===== config.mk =====
export PLATFORM = sky130hd
export DESIGN_NAME = tx_linecode_8b10b
export DESIGN_NICKNAME = d
export VERILOG_FILES = /design/src/rtl/tx_lc_pkg.sv /design/src/rtl/tx_lc_sub6.sv /design/src/rtl/tx_lc_sub4.sv /design/src/rtl/tx_lc_ctrl.sv /design/src/rtl/tx_linecode_8b10b.sv
export SDC_FILE = /design/constraint.sdc
export NUM_CORES = 1
export LEC_CHECK = 0
export ABC_AREA = 1
export BUFFER_PORTS_ARGS = -buffer_cell sky130_fd_sc_hd__buf_2
export CORE_MARGIN = 3
export CORE_UTILIZATION = 30
export CTS_BUF_LIST = sky130_fd_sc_hd__clkbuf_16
export CTS_CLUSTER_SIZE = 28
export DETAILED_ROUTE_END_ITERATION = 16
export GPL_TIMING_DRIVEN = 0
export PLACE_DENSITY_LB_ADDON = 0.12
export SLEW_MARGIN = 25
export SYNTH_ARGS = -nofsm -noshare
export SYNTH_HDL_FRONTEND = slang
export SYNTH_SLANG_ARGS = --single-unit

===== constraint.sdc =====
create_clock -name clk_i -period 3.76 [get_ports clk_i]
set_clock_uncertainty 0.15 [all_clocks]
set_input_delay 1.128 -clock clk_i [delete_from_list [all_inputs] [get_ports clk_i]]
set_output_delay 1.128 -clock clk_i [all_outputs]
set_load 0.02 [all_outputs]

===== src/rtl/tx_lc_pkg.sv =====
package tx_lc_pkg;
  localparam int LOW_W    = 5;
  localparam int HIGH_W   = 3;
  localparam int SUB6_W   = 6;
  localparam int SUB4_W   = 4;
  localparam int SYM_W    = SUB6_W + SUB4_W;
  localparam int BYTE_W   = LOW_W + HIGH_W;
  localparam int CIDX_W   = 4;
  localparam int NUM_CTRL = 12;

  typedef struct packed {
    logic [SUB6_W-1:0] neg;
    logic              flip;
  } sub6_ent_t;

  typedef struct packed {
    logic [SUB4_W-1:0] neg;
    logic              flip;
  } sub4_ent_t;

  // negative-disparity form and unbalanced flag of the 6-bit sub-code
  function automatic sub6_ent_t sub6_lookup(input logic [LOW_W-1:0] v);
    sub6_ent_t e;
    case (v)
      5'd0:  e = '{6'b100111, 1'b1};
      5'd1:  e = '{6'b011101, 1'b1};
      5'd2:  e = '{6'b101101, 1'b1};
      5'd3:  e = '{6'b110001, 1'b0};
      5'd4:  e = '{6'b110101, 1'b1};
      5'd5:  e = '{6'b101001, 1'b0};
      5'd6:  e = '{6'b011001, 1'b0};
      5'd7:  e = '{6'b111000, 1'b0};
      5'd8:  e = '{6'b111001, 1'b1};
      5'd9:  e = '{6'b100101, 1'b0};
      5'd10: e = '{6'b010101, 1'b0};
      5'd11: e = '{6'b110100, 1'b0};
      5'd12: e = '{6'b001101, 1'b0};
      5'd13: e = '{6'b101100, 1'b0};
      5'd14: e = '{6'b011100, 1'b0};
      5'd15: e = '{6'b010111, 1'b1};
      5'd16: e = '{6'b011011, 1'b1};
      5'd17: e = '{6'b100011, 1'b0};
      5'd18: e = '{6'b010011, 1'b0};
      5'd19: e = '{6'b110010, 1'b0};
      5'd20: e = '{6'b001011, 1'b0};
      5'd21: e = '{6'b101010, 1'b0};
      5'd22: e = '{6'b011010, 1'b0};
      5'd23: e = '{6'b111010, 1'b1};
      5'd24: e = '{6'b110011, 1'b1};
      5'd25: e = '{6'b100110, 1'b0};
      5'd26: e = '{6'b010110, 1'b0};
      5'd27: e = '{6'b110110, 1'b1};
      5'd28: e = '{6'b001110, 1'b0};
      5'd29: e = '{6'b101110, 1'b1};
      5'd30: e = '{6'b011110, 1'b1};
      default: e = '{6'b101011, 1'b1};
    endcase
    return e;
  endfunction

  // value 7 is balanced yet still has a mirrored positive form
  function automatic logic [SUB6_W-1:0] sub6_form(input sub6_ent_t e,
                                                  input logic [LOW_W-1:0] v,
                                                  input logic rd_pos);
    if (rd_pos && (e.flip || v == 5'd7)) return ~e.neg;
    return e.neg;
  endfunction

  function automatic sub4_ent_t sub4_lookup(input logic [HIGH_W-1:0] v);
    sub4_ent_t e;
    case (v)
      3'd0: e = '{4'b1011, 1'b1};
      3'd1: e = '{4'b1001, 1'b0};
      3'd2: e = '{4'b0101, 1'b0};
      3'd3: e = '{4'b1100, 1'b0};
      3'd4: e = '{4'b1101, 1'b1};
      3'd5: e = '{4'b1010, 1'b0};
      3'd6: e = '{4'b0110, 1'b0};
      default: e = '{4'b1110, 1'b1};
    endcase
    return e;
  endfunction

  function automatic logic [SUB4_W-1:0] sub4_form(input sub4_ent_t e,
                                                  input logic [HIGH_W-1:0] v,
                                                  input logic rd_pos);
    if (rd_pos && (e.flip || v == 3'd3)) return ~e.neg;
    return e.neg;
  endfunction

  // alternate 4-bit form condition
  function automatic logic alt7_needed(input logic [HIGH_W-1:0] hi,
                                       input logic [LOW_W-1:0] lo,
                                       input logic rd_pos);
    logic neg_hit, pos_hit;
    neg_hit = (lo == 5'd17) || (lo == 5'd18) || (lo == 5'd20);
    pos_hit = (lo == 5'd11) || (lo == 5'd13) || (lo == 5'd14);
    return (hi == 3'd7) && (rd_pos ? pos_hit : neg_hit);
  endfunction

  function automatic logic [SYM_W-1:0] ctrl_code(input logic [CIDX_W-1:0] idx);
    logic [SYM_W-1:0] c;
    case (idx)
      4'd0:  c = 10'b0011110100;
      4'd1:  c = 10'b0011111001;
      4'd2:  c = 10'b0011110101;
      4'd3:  c = 10'b0011110011;
      4'd4:  c = 10'b0011110010;
      4'd5:  c = 10'b0011111010;
      4'd6:  c = 10'b0011110110;
      4'd7:  c = 10'b0011111000;
      4'd8:  c = 10'b1110101000;
      4'd9:  c = 10'b1101101000;
      4'd10: c = 10'b1011101000;
      4'd11: c = 10'b0111101000;
      default: c = '0;
    endcase
    return c;
  endfunction
endpackage


===== src/rtl/tx_lc_sub6.sv =====
module tx_lc_sub6
  import tx_lc_pkg::*;
(
  input  logic [LOW_W-1:0]  low_i,
  input  logic              rd_i,
  output logic [SUB6_W-1:0] code_o,
  output logic              rd_o,
  output logic              flip_o
);
  sub6_ent_t ent;

  always_comb begin
    ent    = sub6_lookup(low_i);
    code_o = sub6_form(ent, low_i, rd_i);
    flip_o = ent.flip;
    rd_o   = rd_i ^ ent.flip;
  end
endmodule


===== src/rtl/tx_lc_sub4.sv =====
module tx_lc_sub4
  import tx_lc_pkg::*;
(
  input  logic [HIGH_W-1:0] high_i,
  input  logic [LOW_W-1:0]  low_i,
  input  logic              rd_i,
  output logic [SUB4_W-1:0] code_o,
  output logic              rd_o,
  output logic              alt_o
);
  sub4_ent_t ent;

  always_comb begin
    ent   = sub4_lookup(high_i);
    alt_o = alt7_needed(high_i, low_i, rd_i);
    if (alt_o) code_o = rd_i ? 4'b1000 : 4'b0111;
    else       code_o = sub4_form(ent, high_i, rd_i);
    // both the primary and alternate forms of value 7 are unbalanced
    rd_o = rd_i ^ ent.flip;
  end
endmodule


===== src/rtl/tx_lc_ctrl.sv =====
module tx_lc_ctrl
  import tx_lc_pkg::*;
(
  input  logic [CIDX_W-1:0] idx_i,
  output logic [SYM_W-1:0]  code_o,
  output logic              legal_o
);
  always_comb begin
    legal_o = (32'(idx_i) < NUM_CTRL);
    code_o  = ctrl_code(idx_i);
  end
endmodule


===== src/rtl/tx_linecode_8b10b.sv =====
module tx_linecode_8b10b
  import tx_lc_pkg::*;
(
  input  logic              clk_i,
  input  logic              rst_ni,
  input  logic              vld_i,
  input  logic              ctrl_i,
  input  logic [CIDX_W-1:0] ctrl_idx_i,
  input  logic [BYTE_W-1:0] data_i,
  output logic [SYM_W-1:0]  code_o,
  output logic              vld_o,
  output logic              err_o,
  output logic              rd_pos_o
);
  logic [SUB6_W-1:0] c6;
  logic [SUB4_W-1:0] c4;
  logic [SYM_W-1:0]  kc;
  logic              rd_mid, rd_end, sub6_flip, a7_sel, k_legal;
  logic              rd_q;

  // named events for the checker
  logic sym_data, sym_ctrl, sym_bad;
  assign sym_data = vld_i && !ctrl_i;
  assign sym_ctrl = vld_i && ctrl_i && k_legal;
  assign sym_bad  = vld_i && ctrl_i && !k_legal;

  tx_lc_sub6 u_sub6 (
    .low_i  (data_i[LOW_W-1:0]),
    .rd_i   (rd_q),
    .code_o (c6),
    .rd_o   (rd_mid),
    .flip_o (sub6_flip)
  );

  tx_lc_sub4 u_sub4 (
    .high_i (data_i[BYTE_W-1:LOW_W]),
    .low_i  (data_i[LOW_W-1:0]),
    .rd_i   (rd_mid),
    .code_o (c4),
    .rd_o   (rd_end),
    .alt_o  (a7_sel)
  );

  tx_lc_ctrl u_ctrl (
    .idx_i   (ctrl_idx_i),
    .code_o  (kc),
    .legal_o (k_legal)
  );

  always_ff @(posedge clk_i or negedge rst_ni) begin
    if (!rst_ni) begin
      code_o <= '0;
      vld_o  <= 1'b0;
      err_o  <= 1'b0;
      rd_q   <= 1'b0;
    end else begin
      vld_o <= sym_data || sym_ctrl;
      err_o <= sym_bad;
      if (sym_data) begin
        code_o <= {c6, c4};
        rd_q   <= rd_end;
      end else if (sym_ctrl) begin
        code_o <= kc;
      end
    end
  end

  assign rd_pos_o = rd_q;
endmodule


==> metrics.txt <==
layout cells sized above 1=24.9%; CTS tree=yes; RSZ-0062 raised after global routing=no; leakage=0.939 nW; Via Count=1424; mux contribution to synthesized area=0%; Slew Limit Fails=0; CTS Root Cell=clkbuf_16; post-synthesis simple-gate area fraction=37.8%; largest net degree at the start of global routing=14; minimum clock period=2760 ps; cts repair resizes=0; vias per std cell=4.56; Worst Slack Setup Final=996 ps; CTS Sinks=13; largest family of logic cells by synthesized area=simple AND/OR/NAND/NOR gates; initial antenna violation count=0; TritonRoute pass-1 iters=4; placed wire-length estimate=2910 µm; total core area=0.00491 mm²; ys flop type=dfrtp_1; Clock Power Share=30.0%; Worst R2R Start=rd_pos_o; Internal Power=0.403 mW; post-synthesis cell type with the largest combined area=dfrtp_1; Hold Violations, Final=0; worst setup path endpoint=code_o[1]; Critical Path RT=3730 ps; Arrival @ worst endpoint=2730 ps; gpl congestion=0.818; total power=0.650 mW; Synth cell types=37; combinational share of power=42.3%; Post-Syn Area per Cell=7.27 µm²; die width=78.5 µm; # hold bufs at CTS=0; Final TNS setup=0 ps; global route total overflow=0; Ant. Diodes=0; Seq pwr share=27.8%; Finished Cell Area=0.00186 mm²; XOR/XNOR Fraction of Synth Area=4.44%; Slew @ Worst Pin=337 ps; Yosys top cell area share=20.6%; Layout Nets=275; FF-to-FF setup slack=2180 ps; Place WS=732 ps; chip height=78.5 µm; DR WL/cell=11.1 µm; maximum VDD drop=0.164 mV; cells taking the most area after synthesis=dfrtp_1 21%, nand2_1 13%, ha_1 10%; Starting Density=32.1%; switching power=0.246 mW; DRT iter0 DRCs=63; Max-slew headroom=77.3%; Post-DRT Antenna Nets=0; first-pass GRT wire length=6290 µm; Hold Path Class=register to register; Power Density=349 mW/mm²; DRC viols=0; Crit Path Class=input port to register; placed standard-cell area=0.00178 mm²; H-tree depth=1; Num CTS Buffers=3; later-pin clock latency in the skew report=240 ps; Seq cells post-synth=13; most frequent cell after synthesis=nand2_1; IO buf count=24; Die ar.=0.00617 mm²; Setup crit start kind=input port; Syn Nets=246; area grow syn2layout=17.9%; DRT Wirelength=3460 µm; critical path fanouts, max=6; Post-synth EDFFs=0; commonest cells in the netlist=53 x nand2_1, 25 x inv_1, 19 x nor2_1, 15 x a21oi_1; Bufs on Longest Clock Path=2; reg2reg path depth=8; post-route clock period utilization=73.5%; reg2reg end=code_o[1]; Max Fclk=362 MHz; post-synthesis compound-gate area fraction=17.0%; Total GRT Usage=12.2%; Synth Cell Area=0.00158 mm²; Sw Share=37.9%; Reg clk slew, reported paths=40 ps; vias in the first global route=1367; Post-synth ARST share=100%; # rows=25; IO Count=29; Post-Syn Instances=217; setup violators final=0; crit end category=register; max-cap viol count=0; Post-CTS Setup Inserts=0; run status=finished clean; fraction of the mapped netlist area in adder cells=10.3%; YS warnings=0; register area share after synthesis=20.6%; Worst Setup SP=data_i[1]
worst max-delay path: stages:
cell and delay [ps]:
buf_2 130, inv_1 160, ha_1 240, inv_1 100
nand2_2 90, nand2_4 50, nand2_4 70, nand3_4 90
nand2_4 100, nand2_1 50, nand3_1 120, nand3_2 120
nand2_1 90, nand2_1 50, nand2_1 80, a21oi_2 60
layout by cell type, fill, tap and decap left out, drive strengths merged:
| cell | n |
|---|---|
| nand2 | 64 |
| buf | 28 |
| o31ai | 1 |
| a211oi | 1 |
| xnor2 | 6 |
| a22oi | 1 |
| nand3 | 15 |
| a21oi | 19 |
| o41ai | 1 |
| nand4 | 4 |
| o221ai | 1 |
| nor2 | 19 |
| nor3 | 1 |
| ha | 13 |
| or2 | 2 |
| inv | 30 |
| o22ai | 3 |
| clkbuf | 4 |
| a31oi | 3 |
| o21ai | 10 |
| dfrtp | 13 |
| o211ai | 3 |
| o2111ai | 1 |
| xor2 | 2 |
sequential cells by signal (all words and copies together), names as in the netlist:
name,count
code_o,10
vld_o,1
rd_pos_o,1
err_o,1
through the flow:
step | hold WS (ps) | cells | utilization, %
final | 357 | 312 | 37.9
after global routing | 401 | 312 | 37.9
after CTS | 365 | 312 | 37.9
after detailed placement | 350 | 308 | 36.3
after global placement | 346 | 308 | 36.3
after floorplan | 450 | 217 | -
layer usage:
layer	track usage (%)	vias up	share of wire, %	routed length (µm)
li1	-	773	-	-
met1	16.8	616	50	1740
met2	19.5	31	44	1510
met3	1.95	4	5.3	182
met4	3.50	0	0.69	24
met5	0	-	0	0
power groups by stage:
stage / clock network, mW / logic [mW] / registers, mW
global route: 0.208 / 0.312 / 0.184
floorplan: 0 / 0.185 / 0.206
detailed placement: 0 / 0.279 / 0.182
finish: 0.195 / 0.275 / 0.180
CTS: 0.201 / 0.279 / 0.180
global placement: 0 / 0.278 / 0.182
cells by family (layout without fill, tap and decap cells):
logic type | Yosys count | count (layout)
and+or+nand+nor | 105 | 105
adders and majority gates | 13 | 13
AOI/OAI and AO/OA | 44 | 44
buffers and inverters | 34 | 62
xor gates and xnor gates | 8 | 8
DFF | 13 | 13
worst min-delay path by stage:
stage          startpoint   endpoint  slack, ps  depth (start not counted)
3_5_place_dp    code_o[4]  code_o[4]        350                          2
5_1_grt         code_o[4]  code_o[4]        400                          2
4_1_cts         code_o[3]  code_o[3]        360                          2
6_report        code_o[5]  code_o[5]        360                          2
3_3_place_gp    code_o[2]  code_o[2]        350                          2
2_1_floorplan   code_o[4]  code_o[4]        450                          2
area by class of cell:
cell class                      instances  area [µm²]
Clock buffer                            3        75.1
Fill cell                             550        3050
Buffer                                  5        35.0
Inverter                               29         119
Timing Repair Buffer                   24         120
Multi-Input combinational cell        170        1100
Clock inverter                          1        3.75
Sequential cell                        13         325
Tap cell                               67        83.8
No activity file was read; power rests on OpenSTA's default activity.
